<file path="src/rtl/opsram_xfer.sv">
module opsram_xfer #(
  parameter int CS_SETUP      = 3,
  parameter int CS_HOLD       = 3,
  parameter int CS_GAP        = 2,
  parameter int RD_DUMMY_BITS = 18,
  parameter int WR_DUMMY_BITS = 8,
  parameter int DATA_BYTES    = 2
) (
  input  logic                    clk,
  input  logic                    rst_n,
  input  logic                    req_valid,
  output logic                    req_ready,
  input  logic [1:0]              req_op,
  input  logic [31:0]             req_addr,
  input  logic [8*DATA_BYTES-1:0] req_wdata,
  output logic [8*DATA_BYTES-1:0] rdata,
  output logic                    done,
  output logic                    bus_cs_n,
  output logic                    bus_clk_en,
  output logic                    bus_oe,
  output logic [7:0]              bus_dout_p,
  output logic [7:0]              bus_dout_n,
  input  logic [7:0]              bus_din_p,
  input  logic [7:0]              bus_din_n
);
  localparam int DW       = 8 * DATA_BYTES;
  localparam int DATA_CYC = DATA_BYTES / 2;
  localparam int RD_DCYC  = RD_DUMMY_BITS / 2;
  localparam int WR_DCYC  = WR_DUMMY_BITS / 2;
  localparam int CW       = $clog2(RD_DCYC + WR_DCYC + CS_SETUP + CS_HOLD + CS_GAP + DATA_CYC + 4);

  typedef enum logic [2:0] {S_IDLE, S_SETUP, S_CMD, S_ADDR, S_DUMMY, S_DATA, S_HOLD, S_GAP} st_t;

  st_t            st, nxt;
  logic [CW-1:0]  cnt, len, dcyc;
  logic [1:0]     op;
  logic [31:0]    addr_q;
  logic [DW-1:0]  wsh, rsh;
  logic [7:0]     opc;
  logic           last;

  assign opc  = {op[0], op[1], 6'd0};
  assign dcyc = (op == 2'd3) ? CW'(0) : (op[0] ? CW'(WR_DCYC) : CW'(RD_DCYC));

  always_comb begin
    len = CW'(1);
    nxt = S_IDLE;
    case (st)
      S_SETUP: begin len = CW'(CS_SETUP);   nxt = S_CMD; end
      S_CMD:   begin len = CW'(1);          nxt = S_ADDR; end
      S_ADDR:  begin len = CW'(2);          nxt = (dcyc == '0) ? S_DATA : S_DUMMY; end
      S_DUMMY: begin len = dcyc;            nxt = S_DATA; end
      S_DATA:  begin len = CW'(DATA_CYC);   nxt = S_HOLD; end
      S_HOLD:  begin len = CW'(CS_HOLD);    nxt = S_GAP; end
      S_GAP:   begin len = CW'(CS_GAP - 1); nxt = S_IDLE; end
      default: begin len = CW'(1);          nxt = S_IDLE; end
    endcase
  end

  assign last = (cnt == len - CW'(1));

  always_ff @(posedge clk or negedge rst_n) begin
    if (!rst_n) begin
      st     <= S_IDLE;
      cnt    <= '0;
      op     <= '0;
      addr_q <= '0;
      wsh    <= '0;
      rsh    <= '0;
    end else if (st == S_IDLE) begin
      if (req_valid) begin
        st     <= S_SETUP;
        cnt    <= '0;
        op     <= req_op;
        addr_q <= req_addr;
        wsh    <= req_wdata;
      end
    end else begin
      if (st == S_ADDR) addr_q <= addr_q << 16;
      if (st == S_DATA) begin
        if (op[0]) wsh <= wsh << 16;
        else       rsh <= DW'({rsh, bus_din_p, bus_din_n});
      end
      if (last) begin
        st  <= nxt;
        cnt <= '0;
      end else begin
        cnt <= cnt + CW'(1);
      end
    end
  end

  assign req_ready  = (st == S_IDLE);
  assign bus_cs_n   = (st == S_IDLE) || (st == S_GAP);
  assign bus_clk_en = (st == S_CMD) || (st == S_ADDR) || (st == S_DUMMY) || (st == S_DATA);
  assign bus_oe     = (st == S_CMD) || (st == S_ADDR) || ((st == S_DATA) && op[0]);
  assign done       = (st == S_GAP) && (cnt == '0);
  assign rdata      = rsh;

  always_comb begin
    {bus_dout_p, bus_dout_n} = 16'h0000;
    if (st == S_CMD)                 {bus_dout_p, bus_dout_n} = {opc, opc};
    else if (st == S_ADDR)           {bus_dout_p, bus_dout_n} = addr_q[31:16];
    else if (st == S_DATA && op[0])  {bus_dout_p, bus_dout_n} = wsh[DW-1 -: 16];
  end
endmodule


</file>
<file path="config.mk">
export PLATFORM = sky130hd
export DESIGN_NAME = opsram_xfer
export DESIGN_NICKNAME = d
export VERILOG_FILES = /design/src/rtl/opsram_xfer.sv
export SDC_FILE = /design/constraint.sdc
export NUM_CORES = 1
export LEC_CHECK = 0
export ABC_AREA = 1
export BUFFER_PORTS_ARGS = -buffer_cell sky130_fd_sc_hd__buf_2
export CORE_UTILIZATION = 40
export CTS_CLUSTER_DIAMETER = 200
export DETAILED_ROUTE_END_ITERATION = 7
export PLACE_DENSITY = 0.72
export SETUP_SLACK_MARGIN = 0.4
export SLEW_MARGIN = 20
export SYNTH_ARGS = -nofsm -noshare
export SYNTH_HDL_FRONTEND = slang
export SYNTH_SLANG_ARGS = --single-unit
</file>
<file path="constraint.sdc">
create_clock -name clk -period 2.9 [get_ports clk]
set_input_delay 0.725 -clock clk [delete_from_list [all_inputs] [get_ports clk]]
set_output_delay 0.725 -clock clk [all_outputs]
set_load 0.005 [all_outputs]
</file>
# Yosys cells after proc, flatten, opt, wreduce, memory -nomap -nowiden
# Cells that the tools add are included.
totals:
  output_inout_bits: 37
  ram_bits: 0
  reg_bits: 74
  latchBits: 0
  rom_bits: 0
  memories: 0
  word_cells: 64
  inputBits: 69
op_classes:
  n_mux: 24
  n_reduce_logical: 20
  multipliers: 0
  n_addsub: 2
  shifts: 0
  eq_ne: 10
  bitwise_logic: 2
  n_lt_le_gt_ge: 0
  div: 0
ops:
  columns: ["op", "n"]
  rows:
  - ["$mux W32", 3]
  - ["$mux W16", 4]
  - ["$mux W8", 6]
  - ["$pmux W3 S6", 1]
  - ["$mux W5", 3]
  - ["$eq A3 B3 Y1 const B", 4]
  - ["$pmux W4 S3", 1]
  - ["$logic_not A5 Y1", 2]
  - ["$mux W3", 3]
  - ["$mux W4", 2]
  - ["$reduce_bool A2 Y1", 4]
  - ["$eq A3 B2 Y1 const B", 2]
  - ["$reduce_and A2 Y1", 3]
  - ["$reduce_and A3 Y1", 2]
  - ["$add A5 B1 Y5 const B", 1]
  - ["$eq A5 B5 Y1", 1]
  - ["$logic_or A1 B1 Y1", 5]
  - ["$sub A5 B1 Y5 const B", 1]
  - ["$eq A3 B1 Y1 const B", 1]
  - ["$logic_not A3 Y1", 1]
  - ["$eq A2 B2 Y1 const B", 1]
  - ["$logic_and A1 B1 Y1", 2]
  - ["$ne A2 B2 Y1 const B", 1]
  - ["$not A1 Y1", 2]
  - ["2 further kinds", 2]

# Depth between registers and ports, before layout
depth:
  ltp_word: 7
  depth_mapped: 18
  ltp_nobuf: 18

# Worst setup path before layout
# OpenSTA, ideal clock, no wires.
synth_timing:
  path_kind: "reg-to-output"
  from: "register st[1]"
  to: "output port bus_dout_n[2]"
  path_slack_ns: 0.770
  t_arrival_ns: 1.405
  n_path_buf: 1
  path_stages_with_launch: 8
  t_required_ns: 2.175
  path_cell_list: "dfrtp_1 -> inv_1 -> ha_1 -> nand2_1 -> nor2_1 -> buf_2 -> nand2_1 -> a21oi_1"
synth_via:
  elab_chain_cells: 5
  word_cells_on_any_way: 7
  classes_between: "3 x eq/ne; 3 x mux; 1 x reduce/logical"
synth_rtl:
  columns: ["item", "line", "source"]
  rows:
  - ["from (decl)", "34", "st_t st, nxt;"]
  - ["from (signal assigned)", "85", "st <= nxt;"]
  - ["$eq A3 B3 Y1", "104", "else if (st == S_DATA && op[0]) {bus_dout_p, bus_dout_n} = wsh[DW-1 -: 16];"]
  - ["$logic_and A1 B1 Y1", "104", null]
  - ["$mux W8", "104", null]
  - ["$mux W8", "103", "else if (st == S_ADDR) {bus_dout_p, bus_dout_n} = addr_q[31:16];"]
  - ["$mux W8 (*)", "102", "if (st == S_CMD) {bus_dout_p, bus_dout_n} = {opc, opc};"]
  - ["to (decl)", "22", "output logic [7:0] bus_dout_n,"]
# Mark *: on every way between the ends. The rest lies on a longest branch, timed or not.

# Worst setup path in the final report
layout_timing:
  from: "register st[1]"
  to: "output port bus_dout_p[4]"
layout_via:
  elab_chain_cells: 5
  word_cells_on_any_way: 7
  classes_between: "3 x eq/ne; 3 x mux; 1 x reduce/logical"
layout_rtl:
  columns: ["item", "line", "source"]
  rows:
  - ["$eq A3 B3 Y1", "104", null]
  - ["$logic_and A1 B1 Y1", "104", null]
  - ["$mux W8", "104", null]
  - ["$mux W8", "103", null]
  - ["$mux W8 (*)", "102", null]
  - ["to (decl)", "21", "output logic [7:0] bus_dout_p,"]
# Marks and branches as above.

==> results.md <==
* Vias post-DR at 3393
* Worst EP arrival at 1.77 ns
* CTS sink count at 74
* CTS Buf Count at 9
* Post-synthesis adder-cell area fraction at 0.02338
* Post-Syn Area per Cell at 8.514 um^2
* Mapped Cells at 440
* F_max at 0.4002 GHz
* Unrepaired setup endpoints after global routing: yes
* Mux cell area share after synthesis at 0.04810
* Switching share of power at 0.4279
* Largest family of logic cells by synthesized area: simple AND/OR/NAND/NOR gates
* Synth area leader: dfrtp_1
* XOR/XNOR Fraction of Synth Area at 0.009352
* CP max FO at 6
* Final Hold Vio Count at 0
* Buf/Inv on CP at 3
* Slowest cell delay on critical path at 0.41 ns
* Post-synth top cells: nand2_1, dfrtp_1, nand3_1
* Initial antenna violation count at 0
* Ys async rst share at 1.000
* Ant diodes at 0
* CP startpoint kind: register
* GPL Wtd Cong at 0.8376
* Status: complete, no violations
* CTS Root Cell: clkbuf_8
* Vias per inst at 5.125
* NumNets Final at 626
* CORE AREA at 8891 um^2
* Max cap viols at 0
* YS warnings at 0
* Worst r2r path cells at 15
* Syn Nets at 516
* Compound-cell area share of the yosys netlist at 0.1045
* Per-cell routed wire length at 14.84 um
* Setup WS pre-CTS at 0.5020 ns
* Seq pwr share at 0.348
* Period utilisation layout at 0.8615
* Main flop type after synthesis: dfrtp_1
* HPWL Detailed at 6933 um
* Setup Crit Path Kind: reg2out
* Drt pass-1 iters at 4
* Final setup vio count at 0
* Slew Viols, Final at 0
* Psw at 2.265 mW
* Clk_lat worst skew at 0.35 ns
* Gr usage total at 0.2097
* Routed Antenna Nets at 0
* Least-Margin Pin Slew at 0.6287 ns
* Setup TNS at 0 ns
* Logic gate share of total power at 0.500
* Largest net degree at the start of global routing at 37
* Top cells by area, synth: dfrtp_1, nand2_1, nand3_1, mux2_2, o21ai_0
* Clock Path Buffers at 2
* CP Capture Type: output port
* Setup ws final at 0.4015 ns
* Die X at 98.78 um
* Required time of the critical path at 2.17 ns
* Crit path cell chain: inv_2 > ha_4 > nand2_4 > nor2_4 > buf_6 > nand2_1 > a21oi_2 > buf_2
* Die Y-Extent at 98.78 um
* Count leader, synth: nand2_1
* HP Class: in2async
* Simple-gate area share of the yosys netlist at 0.2428
* DIE AREA at 9757 um^2
* H-Tree Depth at 3
* First-pass GRT wire length at 15870 um
* Critical Path Slowest Stage Cell: dfrtp_1
* IO Port Bufs at 105
* Relative slew slack at 0.5808
* Cell Area, Synth at 3746 um^2
* Vias in the first global route at 3376
* DRC viols at 0
* GRT Residual Overflow at 0
* Synth top area share at 0.4943
* Clock Skews at 0.01541 ns
* Proportion of layout cells with a drive suffix above 1 at 0.3682
* Initial Utilization at 0.4213
* Synth unique cells at 30
* Worst path depth at 8
* Reg clk slew, reported paths at 0.09 ns
* I/O pin total at 106
* Clk pwr share at 0.152
* Area growth from synthesis to layout at 28.42%
* Post-Route WL at 9823 um
* Drt initial violations at 202
* FF+latch count, synth at 74
* CTS tree: done
* Row cnt at 34
* Worst IR Drop VDD at 0.6067 mV
* EDFF count, synth at 0
* Register area share after synthesis at 0.4943
* Minimum clock period at 2.498 ns
* CP delay by family, top: flip-flops
* P_leak at 2.352 nW
* Cell area power density at 1100 nW/um^2
* Cell Int Power at 3.028 mW
## path summary, 6_finish.rpt
path	startpoint	end	slack, ns
worst max-delay path	st[1]	bus_dout_p[4]	0.40
worst min-delay path	rst_n	addr_q[13]	0.33
worst max register to register	st[0]	st[2]	0.50
worst min register to register	rdata[9]	rdata[9]	0.50
max in group asynchronous	rst_n	st[2]	1.91
min in group clk	rdata[9]	rdata[9]	0.50
## kinds of logic after synthesis
logic type | Yosys count
AND/OR/NAND/NOR | 199
flip-flops | 74
AO/OA/AOI/OAI | 71
buffers and inverters | 69
multiplexers | 16
adder cells (fa/ha/maj) | 7
XOR/XNOR | 4
## stage by stage
| stage | power [mW] | hold WS [ns] | area (um^2) | utilization | std cells |
|---|---|---|---|---|---|
| 6_report | 5.294 | 0.3281 | 4811 | 0.5411 | 662 |
| 5_1_grt | 5.731 | 0.3476 | 4811 | 0.5411 | 662 |
| 4_1_cts | 5.147 | 0.3418 | 4696 | 0.5281 | 658 |
| 3_5_place_dp | 4.185 | 0.4900 | 4349 | 0.4892 | 636 |
| 3_3_place_gp | 4.086 | 0.4811 | 4349 | 0.4892 | 636 |
| 2_1_floorplan | 3.467 | 0.4294 | 3746 | - | 440 |
## layout by cell type, fill, tap and decap left out, drive strengths merged
cell type	count
nand2	110
xor2	3
nand4	1
o22ai	4
nor2	25
o211ai	5
bufinv	1
o21ai	36
a21oi	14
clkinv	3
xnor2	1
a31oi	12
clkbuf	10
inv	43
dfrtp	74
nor3	1
mux2	16
ha	7
buf	122
clkinvlp	4
nand3	62
## metal layers
metal / share of wire / wire (um) / GRT usage
met5: 0 / 0 / 0
met4: 0.023 / 230 / 0.09529
met3: 0.043 / 426 / 0.05461
met2: 0.50 / 4867 / 0.3384
met1: 0.44 / 4298 / 0.2647
## sequential cells by signal (all words and copies together), names as in the netlist
register,cells
addr_q,32
rdata,16
wsh,16
cnt,5
st,3
op,2
## worst reg2reg max path, stage by stage (launching register included)
cell,delay [ns]
dfrtp_2,0.48
inv_2,0.13
ha_4,0.18
nand2_4,0.08
nand2_4,0.11
inv_2,0.05
nor2_4,0.10
ha_1,0.23
nand2_1,0.07
nand2_1,0.07
o21ai_0,0.09
nand2_1,0.07
nand3_1,0.10
nor2_2,0.13
nand4_1,0.17
o21ai_1,0.23
## what timing repair did
action	in CTS	in global routing
pin swaps	3	6
gates cloned	2	1
resized for setup	28	20
hold buffers	0	0
buffers inserted	5	3
endpoints found under the setup margin	18	45
## power groups by stage
stage | sequential [mW] | combinational [mW] | clock, mW
final | 1.84 | 2.65 | 0.802
after global routing | 1.90 | 2.96 | 0.867
after CTS | 1.83 | 2.51 | 0.813
after detailed placement | 1.84 | 2.35 | 0
after global placement | 1.81 | 2.28 | 0
after floorplan | 1.76 | 1.70 | 0
## cell type report
class                      instances  area [um^2]
fill                             784         4080
sequential                        74         1854
multi-input combinational        297         1744
timing repair buffer             122        688.2
inverter                          44        182.7
clock buffer                      10        137.6
tap                              108        135.1
clock inverter                     5        53.80
timing repair inverter             2        15.01
Note: power is estimated with default switching activity, not from simulation.
